--- config.mk ---
export PLATFORM = sky130hd
export DESIGN_NAME = pg_expiry_pulse
export DESIGN_NICKNAME = d
export VERILOG_FILES = /design/src/rtl/pg_pkg.sv /design/src/rtl/pg_cfg_reg.sv /design/src/rtl/pg_pulse_timer.sv /design/src/rtl/pg_pad_drive.sv /design/src/rtl/pg_expiry_pulse.sv
export SDC_FILE = /design/constraint.sdc
export NUM_CORES = 1
export LEC_CHECK = 0
export BUFFER_PORTS_ARGS = -buffer_cell sky130_fd_sc_hd__buf_2
export CORE_UTILIZATION = 53
export DETAILED_ROUTE_END_ITERATION = 6
export PLACE_DENSITY = 0.9
export SLEW_MARGIN = 20
export SYNTH_ARGS = -nofsm -noshare
export SYNTH_HDL_FRONTEND = slang
export SYNTH_SLANG_ARGS = --single-unit
--- constraint.sdc ---
create_clock -name clk -period 2.9 [get_ports clk]
set_clock_uncertainty 0.1 [all_clocks]
set_input_delay 0 -clock clk [delete_from_list [all_inputs] [get_ports clk]]
set_output_delay 0 -clock clk [all_outputs]
set_load 0.1 [all_outputs]
--- src/rtl/pg_pkg.sv ---
package pg_pkg;

  localparam int KEY_W = 8;

  localparam logic [KEY_W-1:0] KEY_POL_HIGH = 8'hA5;
  localparam logic [KEY_W-1:0] KEY_POL_LOW  = 8'h5A;
  localparam logic [KEY_W-1:0] KEY_DRV_PUSH = 8'hA8;
  localparam logic [KEY_W-1:0] KEY_DRV_OPEN = 8'h8A;

  typedef struct packed {
    logic pol_high;   // 1: asserted level is high
    logic push_pull;  // 1: always driven
  } out_mode_t;

  localparam out_mode_t MODE_RESET = '{pol_high: 1'b0, push_pull: 1'b0};

  // Key decode: only exact key values change a mode bit
  function automatic out_mode_t apply_key(input out_mode_t cur,
                                          input logic [KEY_W-1:0] key);
    out_mode_t nxt;
    nxt = cur;
    case (key)
      KEY_POL_HIGH: nxt.pol_high  = 1'b1;
      KEY_POL_LOW:  nxt.pol_high  = 1'b0;
      KEY_DRV_PUSH: nxt.push_pull = 1'b1;
      KEY_DRV_OPEN: nxt.push_pull = 1'b0;
      default:      nxt = cur;
    endcase
    return nxt;
  endfunction

  function automatic logic pad_level(input logic pol_high, input logic asserted);
    return asserted ? pol_high : ~pol_high;
  endfunction

  function automatic logic pad_enable(input logic push_pull, input logic asserted);
    return push_pull | asserted;
  endfunction

endpackage

--- src/rtl/pg_cfg_reg.sv ---
module pg_cfg_reg
  import pg_pkg::*;
#(
  parameter int DATA_W      = 32,
  parameter int WIDTH_BITS  = 20,
  parameter int RESET_WIDTH = 255
) (
  input  logic                  clk,
  input  logic                  rst_n,
  input  logic                  wr_en,
  input  logic [DATA_W-1:0]     wr_data,
  output logic [WIDTH_BITS-1:0] width_q,
  output out_mode_t             mode_q,
  output logic [DATA_W-1:0]     rd_data
);
  localparam int KEY_LSB = DATA_W - KEY_W;

  logic [KEY_W-1:0] key;
  logic             unused_mid;

  assign key        = wr_data[DATA_W-1 -: KEY_W];
  assign unused_mid = ^wr_data[KEY_LSB-1:WIDTH_BITS];

  always_ff @(posedge clk or negedge rst_n) begin
    if (!rst_n) begin
      width_q <= WIDTH_BITS'(RESET_WIDTH);
      mode_q  <= MODE_RESET;
    end else if (wr_en) begin
      width_q <= wr_data[WIDTH_BITS-1:0];
      mode_q  <= apply_key(mode_q, key);
    end
  end

  always_comb begin
    rd_data                   = '0;
    rd_data[WIDTH_BITS-1:0]   = width_q;
    rd_data[DATA_W-1]         = mode_q.pol_high;
    rd_data[DATA_W-2]         = mode_q.push_pull;
  end

endmodule

--- src/rtl/pg_pulse_timer.sv ---
module pg_pulse_timer #(
  parameter int WIDTH_BITS = 20
) (
  input  logic                  clk,
  input  logic                  rst_n,
  input  logic                  tick,
  input  logic                  expire,
  input  logic [WIDTH_BITS-1:0] load_width,
  output logic                  active,
  output logic                  pending,
  output logic                  accept_evt,
  output logic                  start_evt,
  output logic                  end_evt
);
  logic [WIDTH_BITS-1:0] remaining;

  function automatic logic [WIDTH_BITS-1:0] step_down(input logic [WIDTH_BITS-1:0] v);
    return v - WIDTH_BITS'(1);
  endfunction

  assign accept_evt = expire & ~active & ~pending;
  assign start_evt  = pending & tick;
  assign end_evt    = active & tick & (remaining == '0);

  always_ff @(posedge clk or negedge rst_n) begin
    if (!rst_n) begin
      pending   <= 1'b0;
      active    <= 1'b0;
      remaining <= '0;
    end else begin
      if (accept_evt)     pending <= 1'b1;
      else if (start_evt) pending <= 1'b0;

      if (start_evt) begin
        active    <= 1'b1;
        remaining <= load_width;
      end else if (end_evt) begin
        active    <= 1'b0;
      end else if (active && tick) begin
        remaining <= step_down(remaining);
      end
    end
  end

endmodule

--- src/rtl/pg_pad_drive.sv ---
module pg_pad_drive
  import pg_pkg::*;
(
  input  logic      asserted,
  input  out_mode_t mode,
  output logic      level,
  output logic      oe
);
  assign level = pad_level(mode.pol_high, asserted);
  assign oe    = pad_enable(mode.push_pull, asserted);
endmodule

--- src/rtl/pg_expiry_pulse.sv ---
module pg_expiry_pulse
  import pg_pkg::*;
#(
  parameter int DATA_W      = 32,
  parameter int WIDTH_BITS  = 20,
  parameter int RESET_WIDTH = 255
) (
  input  logic              clk,
  input  logic              rst_n,
  input  logic              cfg_wr_en,
  input  logic [DATA_W-1:0] cfg_wr_data,
  output logic [DATA_W-1:0] cfg_rd_data,
  input  logic              tick_1us,
  input  logic              expire,
  output logic              rst_level,
  output logic              rst_oe
);
  logic [WIDTH_BITS-1:0] width_q;
  out_mode_t             mode_q;
  logic                  pulse_on;
  logic                  pend_on;
  logic                  accept_evt;
  logic                  start_evt;
  logic                  end_evt;

  pg_cfg_reg #(
    .DATA_W(DATA_W), .WIDTH_BITS(WIDTH_BITS), .RESET_WIDTH(RESET_WIDTH)
  ) u_cfg (
    .clk(clk), .rst_n(rst_n), .wr_en(cfg_wr_en), .wr_data(cfg_wr_data),
    .width_q(width_q), .mode_q(mode_q), .rd_data(cfg_rd_data)
  );

  pg_pulse_timer #(.WIDTH_BITS(WIDTH_BITS)) u_timer (
    .clk(clk), .rst_n(rst_n), .tick(tick_1us), .expire(expire),
    .load_width(width_q), .active(pulse_on), .pending(pend_on),
    .accept_evt(accept_evt), .start_evt(start_evt), .end_evt(end_evt)
  );

  pg_pad_drive u_pad (
    .asserted(pulse_on), .mode(mode_q), .level(rst_level), .oe(rst_oe)
  );

endmodule

==> flow_summary.json, run 1 <==
{
  "dieArea_um2": 4866,
  "clock_latency_ps": 300,
  "io_pins": 71,
  "area_delta_synth_final_pct": 26.53,
  "p_leak_nw": 1.246,
  "place_congestion": 0.9027,
  "grt_pass1_wl_um": 9453,
  "status": "finished clean",
  "reg2reg_from": "u_timer.pending",
  "cts_made_buffers": 5,
  "irDropWorstVdd_mv": 0.4345,
  "fin_ws_ps": 599.2,
  "crit_path_start_kind": "flip-flop",
  "rows": 24,
  "htreeDepth": 2,
  "r2r_end": "u_timer.pending",
  "vias_per_cell": 5.714,
  "dpl_worst_slack_ps": 817.9,
  "ys_seq_area_share_pct": 45.66,
  "syn-cell-area_um2": 2434,
  "antenna_found_initial": 0,
  "fp.dieW_um": 69.76,
  "clock.fmax_mhz": 434.6,
  "cp-endpoint": "u_timer.pending",
  "p_int_mw": 1.203,
  "grt_use_total_pct": 24.44,
  "fin_util_pct": 70.23,
  "fin_area_um2": 3079,
  "place_inst": 332,
  "power.share.switching_pct": 43.30,
  "die_h_um": 69.76,
  "rr_worst_depth": 4,
  "layout_common_cells": "55 x buf_2, 36 x dfrtp_1, 27 x dlygate4sd3_1, 20 x mux2_2, 19 x nand2_1",
  "drt_first_pass_iters": 4,
  "portBuffers": 56,
  "cp-end-kind": "flip-flop",
  "num_vias": 2097,
  "fin_cells": 367,
  "postCtsSetupRepairBufs": 0,
  "min_period_ps": 2301,
  "yosys.area_share.simple_pct": 20.62,
  "relSlewSlack_pct": 55.29,
  "clk_path_buf_depth": 2,
  "p_comb_share_pct": 36.9,
  "cts_tree": "yes",
  "timing.max_cap.violations": 0,
  "reg2reg_slack_ps": 600,
  "cp_max_fo": 21,
  "post_dp_cell_area_um2": 2716,
  "power_density_nw_per_um2": 688.8,
  "hold_violations": 0,
  "drt_iter0_drc": 123,
  "cts-root-buf": "clkbuf_8",
  "crit_type": "flip-flop to flip-flop",
  "ys_seq_elements": 44,
  "async_flop_share_pct": 100.0,
  "synth_mux_area_share_pct": 9.666,
  "cp_data_arrival_time_ps": 2390,
  "setup_violations": 0,
  "syn_avg_cell_area_um2": 10.49,
  "yosysWarnings": 0,
  "synth_edf_count": 0,
  "synth-xor-area-share_pct": 1.080,
  "dp_hpwl_um": 3730,
  "cts.sinks": 44,
  "grt_remaining_overflow": 0,
  "rsz0062_at_grt": "false",
  "drt-total-wl_um": 5659,
  "nNetsFinal": 353,
  "final.setup.tns_ps": 0,
  "synth-compound-area-share_pct": 16.14,
  "postRouteAntennaNets": 0,
  "hold_depth": 4,
  "drc": 0,
  "clockPowerShare_pct": 18.7,
  "slew_violations": 0,
  "clk_pin_slew_ps": 80,
  "syn-instance-count": 232,
  "whs_ps": 5.511,
  "antenna_cells": 0,
  "coreArea_um2": 4384,
  "switchingPower_mw": 0.9183,
  "worst_pin_slew_ps": 670.7,
  "pwr-share-seq_pct": 44.4,
  "initial_core_util_pct": 55.51,
  "synth_cell_types": 55,
  "startpoint": "u_timer.pending",
  "power_mw": 2.121,
  "grt_pass1_vias": 2123,
  "synthFlopType": "dfrtp_1",
  "synthAdderAreaFrac_pct": 1.028,
  "synth_top_family_by_area": "simple AND/OR/NAND/NOR gates",
  "drive_gt1_share_pct": 33.65,
  "grt_max_degree": 45,
  "wl_per_cell_um": 15.42,
  "hp-class": "input pin to flip-flop",
  "crit_required_ps": 2990,
  "finalCritPeriodShare_pct": 79.34,
  "layout_commonest_cell": "buf_2"
}
-- power groups by stage --
stage	Sequential, mW	Combinational (mW)	Clock (mW)
global route	0.964	0.839	0.425
floorplan	1.11	0.423	0
CTS	0.937	0.782	0.406
finish	0.942	0.782	0.396
global placement	0.938	0.724	0
detailed placement	0.946	0.752	0
-- layout make-up --
class	count	area, µm²
Fill cell	336	1305
Multi-Input combinational cell	171	1219
Sequential cell	44	1111
Timing Repair Buffer	85	568.0
Clock buffer	8	90.09
Tap cell	52	65.06
Inverter	7	26.28
-- state kept, by name, summed over array words and instances (netlist names) --
register,cells
u_timer.remaining,20
u_timer.active,1
u_cfg.width_q,20
u_cfg.mode_q,2
u_timer.pending,1
-- how the worst min path moves through the flow --
stage	from	slack, ps	to
2_1_floorplan	rst_n	-400	u_cfg.mode_q[0]
3_3_place_gp	rst_n	110	u_timer.remaining[7]
3_5_place_dp	rst_n	110	u_timer.remaining[7]
4_1_cts	tick_1us	20	u_timer.remaining[17]
5_1_grt	tick_1us	30	u_timer.remaining[17]
6_report	tick_1us	6	u_timer.remaining[17]
-- layer usage --
layer / GRT usage (%) / up-vias / routed length (µm)
met5: 0 / - / 0
met4: 6.889 / 0 / 56
met3: 4.360 / 6 / 342
met2: 43.27 / 76 / 2850
met1: 30.48 / 1001 / 2410
li1: - / 1014 / -
-- repair_timing --
item / 4_1_cts / 5_1_grt
endpoints found under the hold margin: 59 / 0
gates resized for setup: 0 / 0
hold buffers: 27 / 0
-- cells in the mapped netlist (all sizes together) (2+ instances only) --
master | number | area share [%]
nor4 | 5 | 2.8
a21oi | 4 | 0.82
o211ai | 9 | 2.8
a311o | 2 | 0.82
dfrtp | 36 | 37
o311ai | 3 | 1.1
inv | 7 | 1.1
o21ai | 15 | 3.4
nand3 | 9 | 2.1
clkbuf | 5 | 0.77
nor3 | 5 | 1.5
xnor2 | 3 | 1.1
a22oi | 11 | 3.4
mux2 | 20 | 9.3
ha | 2 | 1.0
buf | 14 | 3.8
or4 | 7 | 2.2
or2 | 2 | 0.51
nor4bb | 2 | 0.82
a31oi | 2 | 0.51
and2 | 4 | 1.0
nor2 | 9 | 1.7
nand4 | 3 | 0.77
nand2 | 19 | 2.9
or3 | 6 | 1.8
o31ai | 4 | 1.2
dfstp | 8 | 8.6
-- logic make-up (layout without fill, tap and decap cells) --
group / count (synthesis) / count (layout)
DFF: 44 / 44
and+or+nand+nor: 79 / 79
buffers and inverters: 26 / 100
adders and majority gates: 2 / 2
muxes: 21 / 21
other: 1 / 10
xor gates and xnor gates: 3 / 3
AOI/OAI and AO/OA: 56 / 56
-- worst max-delay path: stages, from the launching register on --
cell           delay, ps
dfrtp_1              780
inv_1                430
nand3b_1             190
o21ai_0               90
dlygate4sd3_1        590
Note: power is estimated with default switching activity, not from simulation.
==> run 2, diff against run 1 <==
Settings changed: CORE_UTILIZATION 53 to 47, PLACE_DENSITY 0.9 to 0.85.
Clock period 2.9 ns to 2 ns, I/O delays scaled along.
==> run 2 against run 1 <==
  * Die area grew 12%
  * First-iteration DRC count grew 44%
  * Core utilization shrank 1.3 points
  * Register-to-register slack lost 560 ps
  * Routed wire length grew 6.3%
  * Worst hold slack gained 100 ps
==> flow_summary.json, run 2 (same netlist as run 1, synthesis figures left out) <==
{
  "fin_cells": 409,
  "setup_violations": 0,
  "fin_area_um2": 3341,
  "cp_max_fo": 3,
  "dp_hpwl_um": 4028,
  "worst_pin_slew_ps": 616.4,
  "hp-class": "input pin to flip-flop",
  "cp-end-kind": "flip-flop",
  "power_mw": 3.220,
  "vias_per_cell": 5.543,
  "cts_made_buffers": 5,
  "cp_data_arrival_time_ps": 2080,
  "drive_gt1_share_pct": 40.94,
  "grt_max_degree": 25,
  "grt_remaining_overflow": 0,
  "drt_iter0_drc": 177,
  "layout_common_cells": "56 x buf_2, 36 x dfrtp_1, 27 x dlygate4sd3_1, 27 x buf_4, 20 x mux2_2",
  "fillers": 373,
  "critPathSlowestCell": "or4_1",
  "drt_first_pass_iters": 5,
  "initial_core_util_pct": 50.19,
  "clock_latency_ps": 300,
  "final.setup.tns_ps": 0,
  "power_density_nw_per_um2": 963.9,
  "num_vias": 2267,
  "place_inst": 366,
  "rows": 25,
  "dieArea_um2": 5469,
  "antenna_cells": 0,
  "clock.fmax_mhz": 508.7,
  "slew_violations": 0,
  "coreArea_um2": 4848,
  "crit_required_ps": 2110,
  "io_pins": 71,
  "wl_per_cell_um": 14.70,
  "fin_util_pct": 68.90,
  "post_dp_cell_area_um2": 2898,
  "portBuffers": 56,
  "die_h_um": 73.96,
  "status": "finished clean",
  "area_delta_synth_final_pct": 37.27,
  "postRouteAntennaNets": 0,
  "place_congestion": 0.9110,
  "crit_path_start_kind": "flip-flop",
  "reg_top3": "u_cfg.width_q (20), u_timer.remaining (20), u_cfg.mode_q (2)",
  "crit_type": "flip-flop to flip-flop",
  "relSlewSlack_pct": 58.91,
  "fin_ws_ps": 34.24,
  "layout_commonest_cell": "buf_2",
  "path_buf_inv": 0,
  "nNetsFinal": 380,
  "antenna_found_initial": 0,
  "cts.sinks": 44,
  "drc": 0,
  "grt_pass1_vias": 2129,
  "irDropWorstVdd_mv": 0.6419,
  "path_delay_family": "simple AND/OR/NAND/NOR gates",
  "critPathMaxStageDelay_ps": 520,
  "crit_chain": "nor4_4 -> nand4_1 -> a21o_1 -> or4_1 -> o211ai_1",
  "grt_pass1_wl_um": 9853,
  "timing.max_cap.violations": 0,
  "rsz0062_at_grt": "true",
  "htreeDepth": 2,
  "p_leak_nw": 1.393,
  "drt-total-wl_um": 6013,
  "cts-root-buf": "clkbuf_8",
  "hold_violations": 0,
  "clk_pin_slew_ps": 90,
  "fp.dieW_um": 73.96,
  "dpl_worst_slack_ps": 4.243,
  "grt_use_total_pct": 23.93,
  "whs_ps": 106.7,
  "cts_tree": "yes",
  "clk_path_buf_depth": 2,
  "min_period_ps": 1966,
  "finalCritPeriodShare_pct": 98.29
}
-- run 2: final cells by class --
class                      instances  area [µm²]  area share (%)
tap                               67       83.83           2.509
inverter                           7       26.28          0.7865
sequential                        44        1111           33.26
clock buffer                       6       82.58           2.472
multi-input combinational        171        1242           37.19
clock inverter                     2       10.01          0.2996
timing repair buffer             112       784.5           23.48
-- run 2: path summary, 6_finish.rpt --
check,start,endpoint,slack (ps),cells past startpoint
max in group asynchronous,rst_n,u_cfg.width_q[4],1050,3
worst min-delay path,tick_1us,u_timer.remaining[15],110,5
min in group asynchronous,rst_n,u_timer.remaining[9],140,2
worst max-delay path,u_timer.remaining[5],u_timer.remaining[18],30,5
worst min register to register,u_cfg.width_q[10],u_cfg.width_q[10],440,1
worst max register to register,u_timer.remaining[5],u_timer.remaining[18],30,5
-- run 2: routing by layer --
layer | up-vias | track usage (%) | routed length, µm
li1 | 1070 | - | -
met1 | 1093 | 29.80 | 2488
met2 | 94 | 42.32 | 3070
met3 | 10 | 4.878 | 375
met4 | 0 | 6.410 | 78
met5 | - | 0 | 0
-- run 2: worst min-delay path, cell delays in order --
cell,delay [ps]
buf_2,110
buf_4,160
o21ai_0,80
a22oi_1,70
o21ai_2,50
-- run 2: report_power, final --
group	switching [mW]	internal, mW	total, mW
sequential	0.208	1.10	1.31
combinational	0.855	0.474	1.33
clock	0.309	0.276	0.585
total	1.37	1.85	3.22
-- run 2: repair_timing --
item,in CTS,in global routing
gates resized for setup,0,5
pin swaps,1,8
endpoints found under the hold margin,46,0
setup endpoints to repair,1,11
setup buffers,1,7
hold buffers,27,0
